### src/rtl/pkt_mmu_pkg.sv
package pkt_mmu_pkg;

  typedef enum logic [2:0] {
    OP_NOP        = 3'd0,
    OP_ALLOC_TX   = 3'd1,
    OP_RESET_ALL  = 3'd2,
    OP_POP_RX     = 3'd3,
    OP_POP_RX_REL = 3'd4,
    OP_RELEASE    = 3'd5,
    OP_PUSH_TX    = 3'd6,
    OP_CLEAR_TX   = 3'd7
  } mmu_op_e;

  typedef struct packed {
    logic allocTx;
    logic resetAll;
    logic popRx;
    logic releaseRx;
    logic releasePkt;
    logic pushTx;
    logic clearTx;
    logic rxAlloc;
    logic txSent;
    logic doneAck;
  } mmu_strobe_t;

  localparam logic [7:0] FAIL_CODE  = 8'h80;
  localparam logic [7:0] EMPTY_CODE = 8'h80;

endpackage

### src/rtl/pkt_mmu_ctrl.sv
module pkt_mmu_ctrl
  import pkt_mmu_pkg::*;
(
  input  logic        cmdWrite,
  input  logic [2:0]  cmdOp,
  input  logic        rxAllocReq,
  input  logic        rxReady,
  input  logic        txSentReq,
  input  logic        doneAckReq,
  output mmu_strobe_t strobes
);

  mmu_op_e op;
  assign op = mmu_op_e'(cmdOp);

  // One operation per cycle: command, then rx alloc, then sent, then ack.
  always_comb begin
    strobes = '0;
    if (cmdWrite) begin
      case (op)
        OP_ALLOC_TX:   strobes.allocTx    = 1'b1;
        OP_RESET_ALL:  strobes.resetAll   = 1'b1;
        OP_POP_RX:     strobes.popRx      = 1'b1;
        OP_POP_RX_REL: strobes.releaseRx  = 1'b1;
        OP_RELEASE:    strobes.releasePkt = 1'b1;
        OP_PUSH_TX:    strobes.pushTx     = 1'b1;
        OP_CLEAR_TX:   strobes.clearTx    = 1'b1;
        default:       strobes            = '0;
      endcase
    end else if (rxAllocReq) begin
      strobes.rxAlloc = rxReady;
    end else if (txSentReq) begin
      strobes.txSent = 1'b1;
    end else if (doneAckReq) begin
      strobes.doneAck = 1'b1;
    end
  end

endmodule

### src/rtl/pkt_mmu_queue.sv
module pkt_mmu_queue #(
  parameter int DEPTH = 4,
  parameter int DW    = 2,
  localparam int LW   = $clog2(DEPTH + 1),
  localparam int IW   = $clog2(DEPTH)
) (
  input  logic          clk,
  input  logic          rst_n,
  input  logic          clear,
  input  logic          push,
  input  logic [DW-1:0] pushData,
  input  logic          pop,
  output logic [DW-1:0] headData,
  output logic [LW-1:0] len,
  output logic          full,
  output logic          empty
);

  logic [DW-1:0] slots [DEPTH];
  logic          doPop;
  logic          doPush;
  logic [LW-1:0] wrIdx;

  assign empty    = (len == '0);
  assign full     = (len == LW'(DEPTH));
  assign headData = slots[0];
  assign doPop    = pop && !empty;
  assign doPush   = push && (!full || doPop);
  assign wrIdx    = doPop ? len - LW'(1) : len;

  always_ff @(posedge clk) begin
    if (!rst_n) begin
      len <= '0;
      for (int i = 0; i < DEPTH; i++) slots[i] <= '0;
    end else if (clear) begin
      len <= '0;
    end else begin
      if (doPop) begin
        for (int i = 0; i < DEPTH - 1; i++) slots[i] <= slots[i + 1];
      end
      if (doPush) slots[wrIdx[IW-1:0]] <= pushData;
      if (doPush && !doPop)      len <= len + LW'(1);
      else if (doPop && !doPush) len <= len - LW'(1);
    end
  end

endmodule

### src/rtl/pkt_mmu_pool.sv
module pkt_mmu_pool
  import pkt_mmu_pkg::*;
#(
  parameter int NUM_PAGES = 4,
  localparam int PW = $clog2(NUM_PAGES),
  localparam int CW = $clog2(NUM_PAGES + 1)
) (
  input  logic                 clk,
  input  logic                 rst_n,
  input  logic                 resetAll,
  input  logic                 allocTx,
  input  logic                 rxAlloc,
  input  logic                 relEn,
  input  logic [PW-1:0]        relPage,
  output logic [NUM_PAGES-1:0] pageMap,
  output logic [CW-1:0]        freeCount,
  output logic [7:0]           allocResult,
  output logic                 allocIrq,
  output logic [PW-1:0]        rxPage,
  output logic                 anyFree
);

  logic [NUM_PAGES-1:0] relMask;
  logic [NUM_PAGES-1:0] mapRel;
  logic [PW-1:0]        freeIdx;
  logic [PW-1:0]        relFreeIdx;
  logic                 relAnyFree;
  logic                 allocPend;

  always_comb begin
    relMask          = '0;
    relMask[relPage] = relEn;
    mapRel           = pageMap & ~relMask;
  end

  // Lowest free page: scan downward so the smallest index wins.
  always_comb begin
    freeIdx    = '0;
    relFreeIdx = '0;
    for (int i = NUM_PAGES - 1; i >= 0; i--) begin
      if (!pageMap[i]) freeIdx    = PW'(i);
      if (!mapRel[i])  relFreeIdx = PW'(i);
    end
  end

  always_comb begin
    freeCount = '0;
    for (int i = 0; i < NUM_PAGES; i++) freeCount = freeCount + CW'(!pageMap[i]);
  end

  assign anyFree    = ~&pageMap;
  assign relAnyFree = ~&mapRel;
  assign rxPage     = freeIdx;

  always_ff @(posedge clk) begin
    if (!rst_n) begin
      pageMap     <= '0;
      allocResult <= '0;
      allocIrq    <= 1'b0;
      allocPend   <= 1'b0;
    end else if (resetAll) begin
      pageMap   <= '0;
      allocPend <= 1'b0;
    end else if (allocTx) begin
      if (anyFree) begin
        pageMap[freeIdx] <= 1'b1;
        allocResult      <= {{(8-PW){1'b0}}, freeIdx};
        allocIrq         <= 1'b1;
        allocPend        <= 1'b0;
      end else begin
        allocResult <= FAIL_CODE;
        allocIrq    <= 1'b0;
        allocPend   <= 1'b1;
      end
    end else if (relEn) begin
      if (allocPend && relAnyFree) begin
        pageMap             <= mapRel;
        pageMap[relFreeIdx] <= 1'b1;
        allocResult         <= {{(8-PW){1'b0}}, relFreeIdx};
        allocIrq            <= 1'b1;
        allocPend           <= 1'b0;
      end else begin
        pageMap <= mapRel;
      end
    end else if (rxAlloc && anyFree) begin
      pageMap[freeIdx] <= 1'b1;
    end
  end

endmodule

### src/rtl/pkt_page_mmu.sv
module pkt_page_mmu
  import pkt_mmu_pkg::*;
#(
  parameter int NUM_PAGES = 4,
  localparam int PW = $clog2(NUM_PAGES),
  localparam int CW = $clog2(NUM_PAGES + 1)
) (
  input  logic          clk,
  input  logic          rst_n,
  input  logic          cmdWrite,
  input  logic [7:0]    cmdByte,
  input  logic          pktNumWrite,
  input  logic [PW-1:0] pktNumIn,
  input  logic          rxAllocReq,
  input  logic          txSentReq,
  input  logic          doneAckReq,
  output logic          rxReady,
  output logic [7:0]    allocResult,
  output logic          allocIrq,
  output logic [7:0]    txHead,
  output logic [7:0]    doneHead,
  output logic [7:0]    rxHead,
  output logic [CW-1:0] freeCount,
  output logic [CW-1:0] txLen,
  output logic [CW-1:0] doneLen,
  output logic [CW-1:0] rxLen
);

  mmu_strobe_t          strobes;
  logic [PW-1:0]        pktNumReg;
  logic [NUM_PAGES-1:0] pageMap;
  logic [PW-1:0]        rxPage;
  logic                 anyFree;
  logic [PW-1:0]        txData, doneData, rxData;
  logic                 txFull, txEmpty, doneFull, doneEmpty, rxFull, rxEmpty;
  logic                 relEn;
  logic [PW-1:0]        relPage;
  logic                 unusedBits;

  assign unusedBits = ^{cmdByte[4:0], pageMap, txFull, doneFull};

  always_ff @(posedge clk) begin
    if (!rst_n)           pktNumReg <= '0;
    else if (pktNumWrite) pktNumReg <= pktNumIn;
  end

  assign rxReady = anyFree && !rxFull;
  assign relEn   = strobes.releasePkt || (strobes.releaseRx && !rxEmpty);
  assign relPage = strobes.releasePkt ? pktNumReg : rxData;

  pkt_mmu_ctrl u_ctrl (
    .cmdWrite   (cmdWrite),
    .cmdOp      (cmdByte[7:5]),
    .rxAllocReq (rxAllocReq),
    .rxReady    (rxReady),
    .txSentReq  (txSentReq),
    .doneAckReq (doneAckReq),
    .strobes    (strobes)
  );

  pkt_mmu_pool #(.NUM_PAGES(NUM_PAGES)) u_pool (
    .clk         (clk),
    .rst_n       (rst_n),
    .resetAll    (strobes.resetAll),
    .allocTx     (strobes.allocTx),
    .rxAlloc     (strobes.rxAlloc),
    .relEn       (relEn),
    .relPage     (relPage),
    .pageMap     (pageMap),
    .freeCount   (freeCount),
    .allocResult (allocResult),
    .allocIrq    (allocIrq),
    .rxPage      (rxPage),
    .anyFree     (anyFree)
  );

  pkt_mmu_queue #(.DEPTH(NUM_PAGES), .DW(PW)) u_txQ (
    .clk (clk), .rst_n (rst_n),
    .clear    (strobes.resetAll || strobes.clearTx),
    .push     (strobes.pushTx),
    .pushData (pktNumReg),
    .pop      (strobes.txSent),
    .headData (txData), .len (txLen), .full (txFull), .empty (txEmpty)
  );

  pkt_mmu_queue #(.DEPTH(NUM_PAGES), .DW(PW)) u_doneQ (
    .clk (clk), .rst_n (rst_n),
    .clear    (strobes.resetAll || strobes.clearTx),
    .push     (strobes.txSent && !txEmpty),
    .pushData (txData),
    .pop      (strobes.doneAck),
    .headData (doneData), .len (doneLen), .full (doneFull), .empty (doneEmpty)
  );

  pkt_mmu_queue #(.DEPTH(NUM_PAGES), .DW(PW)) u_rxQ (
    .clk (clk), .rst_n (rst_n),
    .clear    (strobes.resetAll),
    .push     (strobes.rxAlloc),
    .pushData (rxPage),
    .pop      (strobes.popRx || strobes.releaseRx),
    .headData (rxData), .len (rxLen), .full (rxFull), .empty (rxEmpty)
  );

  assign txHead   = txEmpty   ? EMPTY_CODE : {{(8-PW){1'b0}}, txData};
  assign doneHead = doneEmpty ? EMPTY_CODE : {{(8-PW){1'b0}}, doneData};
  assign rxHead   = rxEmpty   ? EMPTY_CODE : {{(8-PW){1'b0}}, rxData};

endmodule

### config.mk
export PLATFORM = sky130hd
export DESIGN_NAME = pkt_page_mmu
export DESIGN_NICKNAME = d
export VERILOG_FILES = /design/src/rtl/pkt_mmu_pkg.sv /design/src/rtl/pkt_mmu_ctrl.sv /design/src/rtl/pkt_mmu_queue.sv /design/src/rtl/pkt_mmu_pool.sv /design/src/rtl/pkt_page_mmu.sv
export SDC_FILE = /design/constraint.sdc
export NUM_CORES = 1
export LEC_CHECK = 0
export CORE_MARGIN = 2
export CORE_UTILIZATION = 35
export DETAILED_ROUTE_END_ITERATION = 10
export GPL_TIMING_DRIVEN = 0
export PLACE_DENSITY_LB_ADDON = 0.12
export SETUP_SLACK_MARGIN = 0.05
export SLEW_MARGIN = 20
export SYNTH_ARGS = -nofsm -noshare
export SYNTH_HDL_FRONTEND = slang
export SYNTH_HIERARCHICAL = 1
export SYNTH_SLANG_ARGS = --single-unit
### constraint.sdc
create_clock -name clk -period 2.3 [get_ports clk]
set_clock_uncertainty 0.1 [all_clocks]
set_input_delay 0.23 -clock clk [delete_from_list [all_inputs] [get_ports clk]]
set_output_delay 0.23 -clock clk [all_outputs]
set_load 0.02 [all_outputs]
-- Word level (Yosys, flattened, before mapping)
Memory sizes are Yosys's and may differ from the RTL's.
Index checks and enable logic that the tools add are counted.
- add/subtract/negate cells: 9
- bitwise gates (word level): 16
- mux-type cells: 101
- reductions and logical operators: 62
- $lt $le $gt $ge: 6
- equal/unequal tests: 11
- operators by type and width (operator ; number):
    2-to-1 mux 2 bit ; 28
    2-to-1 mux 8 bit ; 7
    2-to-1 mux 1 bit ; 50
    == test 3 bit (second input constant) ; 7
    2-to-1 mux 3 bit ; 7
    2-to-1 mux 4 bit ; 5
    logical AND 1 bit ; 19
    zero test 1 bit ; 18
    nonzero test 2 bit ; 5
    OR reduction 2 bit ; 5
    adder 3 x 1 -> 3 bit (second input constant) ; 3
    zero test 3 bit ; 3
    < comparator 2 x 3 -> 1 bit (second input constant) ; 3
    OR 1 bit ; 9
    subtractor 3 x 1 -> 3 bit (second input constant) ; 3
    bitwise AND 4 bit ; 2
    OR 4 bit ; 2
    AND reduction 4 bit ; 2
    2-to-1 mux 7 bit ; 1
    adder 3 x 1 -> 3 bit ; 2
    demux 1 bit (select 2 bit) ; 3
    == test 3 x 2 -> 1 bit (second input constant) ; 2
    >= comparator 2 x 1 -> 1 bit (second input constant) ; 3
    logical OR 1 bit ; 6
    8 further kinds ; 10
- memories: 3
- bits in writable memories: 24
- output and inout bits: 46
- logic and storage cells: 216
- bits of input ports: 17
- bits in registers: 25
- memory list (memory ; words ; bits a word ; read ports ; clocked after Yosys merged registers in ; wr ports ; RTL line ; RTL):
    u_doneQ.slots ; 4 ; 2 ; 4 ; 0 ; 4 ; pkt_mmu_queue.sv:19 ; logic [DW-1:0] slots [DEPTH];
    u_rxQ.slots ; 4 ; 2 ; 4 ; 0 ; 4 ; pkt_mmu_queue.sv:19 ;
    u_txQ.slots ; 4 ; 2 ; 4 ; 0 ; 4 ; pkt_mmu_queue.sv:19 ;

-- Logic depth before layout (Yosys ltp)
Gate-level depths: netlist of the first run.
- depth in word-level cells: 23
- mapped depth: 12
- mapped depth without buffers: 12

-- Hierarchy
Netlist of the first run, hierarchy kept.
- by module, submodules not included (module ; area each (um^2) ; times used ; seq. area each (um^2) ; cells each):
    pkt_mmu_queue at u_rxQ ... ; 737.0 ; 2 ; 300.3 ; 70
    pkt_mmu_queue at u_doneQ ; 750.7 ; 1 ; 300.3 ; 71
    pkt_mmu_pool ; 688.2 ; 1 ; 180.2 ; 86
    pkt_page_mmu ; 316.6 ; 1 ; 40.0 ; 39
    pkt_mmu_ctrl ; 107.6 ; 1 ; 0.0 ; 10

-- Least setup slack after synthesis of the first run
OpenSTA, ideal clock, no wires.
- path kind: register to register
- start: register u_rxQ.len[0]
- end: register u_rxQ.len[2]
- path slack: -0.574 ns
- period minus slack after synthesis: 2.874 ns
- data arrival time: 2.704 ns
- stages on the path, launching flop included: 11
- library setup time: 0.070 ns
- data required time: 2.130 ns
- path buffers: 0
- path through: dfxtp_1 inv_2 ha_1 and2_4 nor2b_1 and3b_1 inv_1 a21oi_1 ha_1 or3_1 a21oi_1
- RTL lines (what ; RTL line ; RTL):
    start, declared ; pkt_mmu_queue.sv:14 ; output logic [LW-1:0] len,
    start signal, assigned ; pkt_mmu_queue.sv:42 ; if (doPush && !doPop) len <= len + LW'(1);
    start signal, assigned ; pkt_mmu_queue.sv:43 ; else if (doPop && !doPush) len <= len - LW'(1);

==> results of run 1 <==
## placed cells by master, fill, tap and decap left out, drive strengths merged, types with 17 or more instances in the layout
master          n
nand2          28
nor2           19
mux2i          17
a21oi          19
clkdlybuf4s50  20
edfxtp         24
inv            27
dfxtp          20
conb           20
buf            44
## power by group through the flow
stage	Sequential [mW]	Combinational, mW	Clock (mW)
finish	0.906	0.697	0.525
CTS	0.915	0.663	0.549
detailed placement	0.933	0.664	0
floorplan	0.938	0.455	0
global placement	0.932	0.658	0
global route	0.913	0.763	0.574
## layer usage
layer	up-vias	part of all wire	global-route usage
li1	1366	-	-
met1	1249	0.48	0.203
met2	56	0.47	0.242
met3	7	0.038	0.0235
met4	0	0.0089	0.0405
met5	-	0	0
## registers in the layout (all words and copies together) (netlist names)
name	flops
u_txQ/slots	8
u_pool/allocResult	3
u_txQ/len	3
u_doneQ/len	3
u_rxQ/len	3
pktNumReg	2
u_rxQ/slots	8
u_pool/allocPend	1
u_pool/pageMap	4
u_pool/allocIrq	1
u_doneQ/slots	8
## worst paths after layout
path / startpoint / end / slack (ps) / cells after the start
max reg2reg: u_rxQ/len[1] / u_rxQ/slots[1][1] / 110 / 9
max: u_rxQ/len[1] / u_rxQ/slots[1][1] / 110 / 9
min reg2reg: u_pool/allocResult[7] / u_pool/allocResult[7] / 390 / 2
min: rst_n / u_pool/allocIrq / 360 / 2
## timing repair
action | 4_1_cts | 5_1_grt
setup endpoints to repair | 65 | 30
resized for setup | 35 | 18
setup buffers | 4 | 10
pin swaps | 3 | 4
## final cells by class
cell class                 count  area [um^2]
multi-input combinational    264         2100
inverter                      27          106
timing repair buffer          52          465
tap                          129          161
clock inverter                 2         10.0
buffer                        28          218
sequential                    44         1140
fill                         921         4960
clock buffer                   6         82.6
## per-stage QoR
step           cells  instance area (um^2)
2_1_floorplan    363                  3440
3_5_place_dp     529                  3980
3_3_place_gp     529                  3980
5_1_grt          552                  4280
6_report         552                  4280
4_1_cts          541                  4140
==> flow_summary_export.csv, run 1 <==
group,metric,value,unit
run_status,outcome,"finished, final reports clean",
drt,wl_per_cell,13.7,um
sta,hold_viol_final,0,
clock_network,cts_tree,"done",
drt,firstDrtPassIters,4,
flow_run,cap_violations,0,
layout,final_util,0.464,
floorplan,io_pins,63,
clock_network,clk_pin_slew,90,ps
drt,finalWirelength,7550,um
drt,vias_per_cell,4.85,
setup_path,critPathLaunchType,"register",
setup_path,critical-path-slowest-cell,"dfxtp_4",
sta,rsz0062_at_grt,"true",
power_and_ir_drop,finalPower,2.13,mW
layout,syn_to_final_growth,28.5,%
sta,fmax,0.456,GHz
sta,tns,0,ps
clock_network,hold_buffers,0,
power_and_ir_drop,pwr-share-seq,0.426,
grt,grt_max_degree,24,
power_and_ir_drop,pwr-share-clk,0.247,
drt,drt_iter0_drc,77,
sta,hold_slack,359,ps
sta,period_needed,2190,ps
layout,drive_above_1_share,0.312,
grt,grt_pass1_wl,12200,um
sta,slew_viol_final,0,
clock_network,insertion_delay,300,ps
power_and_ir_drop,internal_power,1.41,mW
clock_network,clkSinkCount,44,
floorplan,die-area,10300,um^2
setup_path,critical_path.max_stage_delay,370,ps
sta,finalSetupViolations,0,
synth,yosys_warnings,6,
drt,drtAntennaViolNets,0,
power_and_ir_drop,power_frac_comb,0.327,
setup_path,critPathBufInv,2,
placed_design,hpwl,5470,um
layout,n_antenna_cell,0,
setup_path,critPathMaxFanout,4,
setup_path,arrival,2090,ps
power_and_ir_drop,vdd_drop_max,282,uV
setup_path,critPathTopFamily,"compound AO/OA/AOI/OAI gates",
floorplan,row_count,35,
clock_network,clockBufferDepth,2,
placed_design,io_buffer_count,37,
power_and_ir_drop,power_density,497,nW/um^2
power_and_ir_drop,total_leakage_power,1.76,nW
floorplan,die_x,102,um
synth,synth_area_per_cell,9.66,um^2
power_and_ir_drop,p_sw_frac,0.335,
floorplan,start_util,0.361,
setup_path,crit_top_cell,"inv_2",
clock_network,cts_buffers,5,
clock_network,cts_htree_levels,2,
grt,grt_pass1_vias,2510,
setup_path,path_class,"reg2reg",
layout,num-nets-final,456,
grt,gr-total-overflow,0,
setup_path,crit_required,2190,ps
hold_path,min_path_type,"in2reg",
drt,drc_errors,0,
setup_path,endpoint_kind,"register",
power_and_ir_drop,switchingPower,0.713,mW
floorplan,core,9240,um^2
clock_network,cts-root-buf,"clkbuf_8",
placed_design,place_congestion,0.815,
sta,setup_ws,108,ps
placed_design,pre_cts_ws,-848,ps
sta,finalCritPeriodShare,0.953,
drt,vias,2678,
setup_path,critical_path.cell_chain,"inv_2 > ha_4 > and2_4 > nor2b_4 > and3b_2 > inv_2 > a211oi_4 > o21ai_2 > o211ai_1",
grt,antenna_found_initial,0,
grt,grt.total_usage,0.148,
floorplan,die_h,102,um
synth,synth_area,3330,um^2
synth,synthCells,345,
No activity file was read; power rests on OpenSTA's default activity.
==> inputs of run 2 (changes only) <==
- CORE_MARGIN: 2 -> 3
- SLEW_MARGIN: 20 -> default
==> run 2 against run 1 <==
Net effect: sequential share of layout area is 0.094 points higher; register-to-register slack hardly changed; design area decreased by 0.35%; critical path depth shrank 4; count of clock-buffer cells in the layout rose by 2; first-iteration DRC count down 9.1%; global-route usage fell by 1.3 points; die area increased by 4.0%; non-clock buffer count rose by 1; via count increased by 0.41%; power down 2.1%.
==> flow_summary_export.csv, run 2 (synthesis gave the netlist of run 1 again) <==
group,metric,value,unit
grt,antenna_found_initial,0,
sta,period_needed,2210,ps
drt,firstDrtPassIters,4,
clock_network,insertion_delay,280,ps
clock_network,cts_htree_levels,2,
setup_path,endpoint_kind,"output pin",
sta,hold_slack,383,ps
floorplan,io_pins,63,
placed_design,place_congestion,0.880,
placed_design,placed_cell_area,3970,um^2
drt,vias,2689,
power_and_ir_drop,vdd_drop_max,249,uV
floorplan,die_h,104,um
power_and_ir_drop,power_density,488,nW/um^2
clock_network,cts_buffers,5,
grt,grt_pass1_wl,12300,um
sta,slew_viol_final,0,
layout,reg_top3,"u_doneQ/slots (8), u_rxQ/slots (8), u_txQ/slots (8)",
clock_network,clockBufferDepth,2,
setup_path,crit_required,1970,ps
sta,rsz0062_at_grt,"true",
floorplan,row_count,34,
layout,final_common_cell,"buf_4",
sta,slew_headroom,0.291,
layout,final_cell_mix,"buf_4, nand2_1, edfxtp_1",
run_status,outcome,"finished, final reports clean",
floorplan,core,8980,um^2
drt,drt_iter0_drc,70,
setup_path,worstRegToRegCells,10,
sta,fmax,0.452,GHz
layout,area.sequential,1140,um^2
layout,final_area,4270,um^2
drt,wl_met2,3490,um
clock_network,cts-root-buf,"clkbuf_8",
drt,vias_per_cell,4.89,
power_and_ir_drop,p_sw_frac,0.326,
power_and_ir_drop,power_frac_comb,0.341,
sta,finalCritPeriodShare,0.962,
layout,syn_to_final_growth,28.1,%
power_and_ir_drop,pwr-share-seq,0.435,
power_and_ir_drop,internal_power,1.40,mW
floorplan,start_util,0.371,
setup_path,critPathLaunchType,"register",
flow_run,cap_violations,0,
layout,num-nets-final,457,
drt,wl_per_cell,13.3,um
sta,tns,0,ps
clock_network,cts_tree,"done",
sta,hold_viol_final,0,
placed_design,pre_cts_ws,-828,ps
drt,finalWirelength,7310,um
drt,drt-met1-wl,3460,um
sta,max_slew.worst_pin.slew,1060,ps
sta,setup_ws,87.1,ps
sta,finalSetupViolations,0,
grt,grt_pass1_vias,2532,
hold_path,hold_path_depth,2,
power_and_ir_drop,switchingPower,0.679,mW
layout,multi_input_area,2090,um^2
placed_design,hpwl,5390,um
clock_network,clkSinkCount,44,
setup_path,arrival,1880,ps
placed_design,io_buffer_count,37,
drt,routed.top_layer,"met4",
drt,route.met3.wl,304,um
layout,fillers,854,
hold_path,min_path_type,"reg2reg",
drt,drtAntennaViolNets,0,
floorplan,die-area,10700,um^2
layout,instances_no_fill,550,
setup_path,critPathMaxFanout,3,
setup_path,r2r_slack,120,ps
layout,n_antenna_cell,0,
drt,drc_errors,0,
placed_design,placedCellCount,526,
grt,grt_max_degree,24,
clock_network,hold_buffers,0,
grt,gr-total-overflow,0,
layout,drive_above_1_share,0.297,
power_and_ir_drop,pwr-share-clk,0.224,
clock_network,clk_pin_slew,80,ps
floorplan,die_x,104,um
setup_path,path_class,"reg2out",
grt,grt.total_usage,0.136,
power_and_ir_drop,total_leakage_power,1.75,nW
[run 2: changes by cell type in the layout (fill, tap and decap cells not counted), moves of 2 or more]
cell and delta:
clkdlybuf4s15_1 +3, dfxtp_2 -3, clkbuf_1 +3, clkinv_2 -2
dfxtp_1 +2, dlygate4sd2_1 -6
[run 2: timing repair]
item                                    CTS  global route
endpoints found under the setup margin   62            33
setup buffers                             3            13
resized for setup                        33            20
cloned                                    0             0
pin swaps                                 2             4
[run 2: critical path: stages, from the launching register on]
cell and delay (ps):
dfxtp_4 370, fa_1 540, inv_1 40, ha_1 170
ha_1 170, dlygate4sd2_1 310
[run 2: stage by stage]
step / power [mW] / utilization
after floorplan: 1.39 / -
after global placement: 1.59 / 0.442
after detailed placement: 1.59 / 0.442
after CTS: 2.08 / 0.459
after global routing: 2.23 / 0.476
final: 2.08 / 0.476
[run 2: layout make-up]
type                       instances  share of cell area
inverter                          27              0.0249
multi-input combinational        264               0.490
timing repair buffer              53               0.110
clock buffer                       8              0.0188
sequential                        44               0.268
buffer                            28              0.0513
tap                              126              0.0369
[run 2: path summary, 6_finish.rpt]
path                              start                     to
setup / recovery      u_pool/pageMap[0]           freeCount[2]
setup reg to reg      u_pool/pageMap[0]           u_rxQ/len[2]
hold / removal    u_pool/allocResult[1]  u_pool/allocResult[1]
hold reg to reg   u_pool/allocResult[1]  u_pool/allocResult[1]
[run 2: power by group through the flow]
stage | clock network (mW) | registers [mW] | logic [mW]
2_1_floorplan | 0 | 0.938 | 0.455
3_3_place_gp | 0 | 0.932 | 0.658
3_5_place_dp | 0 | 0.933 | 0.659
4_1_cts | 0.500 | 0.908 | 0.675
5_1_grt | 0.540 | 0.913 | 0.778
6_report | 0.467 | 0.907 | 0.710
[run 2: per-layer routing]
metal  up-vias  GRT usage
met2        61      0.221
met3         4     0.0236
li1       1367          -
met5         -          0
met4         0     0.0332
met1      1257      0.187
==> inputs of run 3 (changes only) <==
- SKIP_LAST_GASP: default -> 1
==> run 3 against run 2 <==
Net effect: first-iteration DRC count down 7.1%; clock power barely moved; sequential share of layout area increased by 0.067 points; worst hold slack better by 1.7 ps; flip-flop and latch count is the same; sequential power about the same; largest power group unchanged; non-clock buffer count shrank 2; wire length decreased by 0.48%; cell count is 0.36% lower; critical path depth did not move; worst setup slack about the same; design area fell by 0.47%; largest cell class unchanged.
==> flow_summary_export.csv, run 3 (synthesis gave the netlist of run 1 again) <==
group,metric,value,unit
run_status,outcome,"finished, final reports clean",
grt,grt_max_degree,24,
floorplan,die-area,10700,um^2
power_and_ir_drop,power_density,490,nW/um^2
layout,reg_top3,"u_doneQ/slots (8), u_rxQ/slots (8), u_txQ/slots (8)",
drt,wl_per_cell,13.3,um
floorplan,die_h,104,um
power_and_ir_drop,finalPower,2.08,mW
clock_network,hold_buffers,0,
grt,antenna_found_initial,0,
clock_network,cts-root-buf,"clkbuf_8",
drt,firstDrtPassIters,4,
setup_path,critical_path.cell_chain,"fa_1 > inv_1 > ha_1 > ha_1 > dlygate4sd2_1",
flow_run,cap_violations,0,
sta,hold_viol_final,0,
grt,grt.total_usage,0.136,
layout,final_cell_mix,"buf_4, nand2_1, edfxtp_1",
setup_path,crit_top_cell,"ha_1",
sta,slew_viol_final,0,
sta,tns,0,ps
grt,grt_pass1_vias,2532,
sta,period_needed,2210,ps
sta,finalSetupViolations,0,
sta,rsz0062_at_grt,"true",
layout,final_common_cell,"buf_4",
layout,final_util,0.473,
floorplan,start_util,0.371,
clock_network,insertion_delay,280,ps
clock_network,clkSinkCount,44,
layout,drive_above_1_share,0.291,
setup_path,critical_path.max_stage_delay,540,ps
setup_path,r2r_slack,120,ps
hold_path,min_path_type,"reg2reg",
grt,grt_pass1_wl,12300,um
sta,finalCritPeriodShare,0.962,
layout,fillers,856,
drt,drc_errors,0,
clock_network,cts_tree,"done",
drt,vias_per_cell,4.86,
floorplan,row_count,34,
clock_network,cts_htree_levels,2,
setup_path,critPathMaxFanout,3,
drt,finalWirelength,7270,um
drt,vias,2666,
placed_design,place_congestion,0.880,
clock_network,clockBufferDepth,2,
floorplan,io_pins,63,
setup_path,arrival,1880,ps
sta,slew_headroom,0.287,
sta,max_slew.worst_pin.slew,1070,ps
placed_design,io_buffer_count,37,
setup_path,path_class,"reg2out",
layout,syn_to_final_growth,27.5,%
drt,drtAntennaViolNets,0,
clock_network,cts_buffers,5,
layout,num-nets-final,455,
power_and_ir_drop,vdd_drop_max,250,uV
setup_path,crit_required,1970,ps
sta,fmax,0.452,GHz
setup_path,critPathLaunchType,"register",
power_and_ir_drop,total_leakage_power,1.74,nW
grt,gr-total-overflow,0,
setup_path,endpoint_kind,"output pin",
layout,multi_input_area,2090,um^2
layout,n_antenna_cell,0,
floorplan,core,8980,um^2
floorplan,die_x,104,um
clock_network,clk_pin_slew,80,ps
drt,drt_iter0_drc,65,
placed_design,hpwl,5390,um
layout,area.sequential,1140,um^2
setup_path,critical-path-slowest-cell,"fa_1",
-- run 3: changes by cell type in the layout (fill, tap and decap cells not counted), sizes merged --
| cell | delta |
|---|---|
| buf | -2 |
-- run 3: per-layer routing --
metal,GRT usage,share of wire,up-vias
li1,-,-,1365
met1,0.187,0.48,1240
met2,0.221,0.48,57
met3,0.0236,0.039,4
met4,0.0332,0.0082,0
met5,0,0,-
-- run 3: layout make-up --
cell class	instances	area share
Buffer	28	0.0515
Timing Repair Buffer	51	0.107
Inverter	27	0.0250
Clock buffer	8	0.0188
Sequential cell	44	0.269
Tap cell	126	0.0371
Multi-Input combinational cell	264	0.492
-- run 3: final timing paths --
kind         cells after the start                     to                  start
max                              5           freeCount[2]      u_pool/pageMap[0]
min                              2  u_pool/allocResult[1]  u_pool/allocResult[1]
max reg2reg                     10           u_rxQ/len[2]      u_pool/pageMap[0]
min reg2reg                      2  u_pool/allocResult[1]  u_pool/allocResult[1]
-- run 3: what timing repair did --
action / 4_1_cts / 5_1_grt
hold endpoints to repair: 0 / 0
buffers inserted: 3 / 11
pin swaps: 2 / 4
gates resized for setup: 31 / 20
setup endpoints to repair: 62 / 38
-- run 3: worst max-delay path, delay by kind of cell (launching register included) --
kind | cells | cell delay (ps)
adders and majority gates | 3 | 880
buffers and inverters | 2 | 350
DFF | 1 | 370
-- run 3: per-stage QoR --
stage          worst slack [ps]  area (um^2)  std cells  hold slack (ps)
4_1_cts                   -15.3         4110        537              390
5_1_grt                   -3.24         4250        548              437
2_1_floorplan             -23.5         3440        363              258
3_5_place_dp               -828         3970        526              379
6_report                   87.0         4250        548              385
3_3_place_gp               -821         3970        526              368
-- run 3: where the power goes --
part	total, mW	internal (mW)	switching, mW
Clock	0.468	0.216	0.252
Sequential	0.908	0.872	0.0357
Combinational	0.705	0.313	0.392
Total	2.08	1.40	0.679
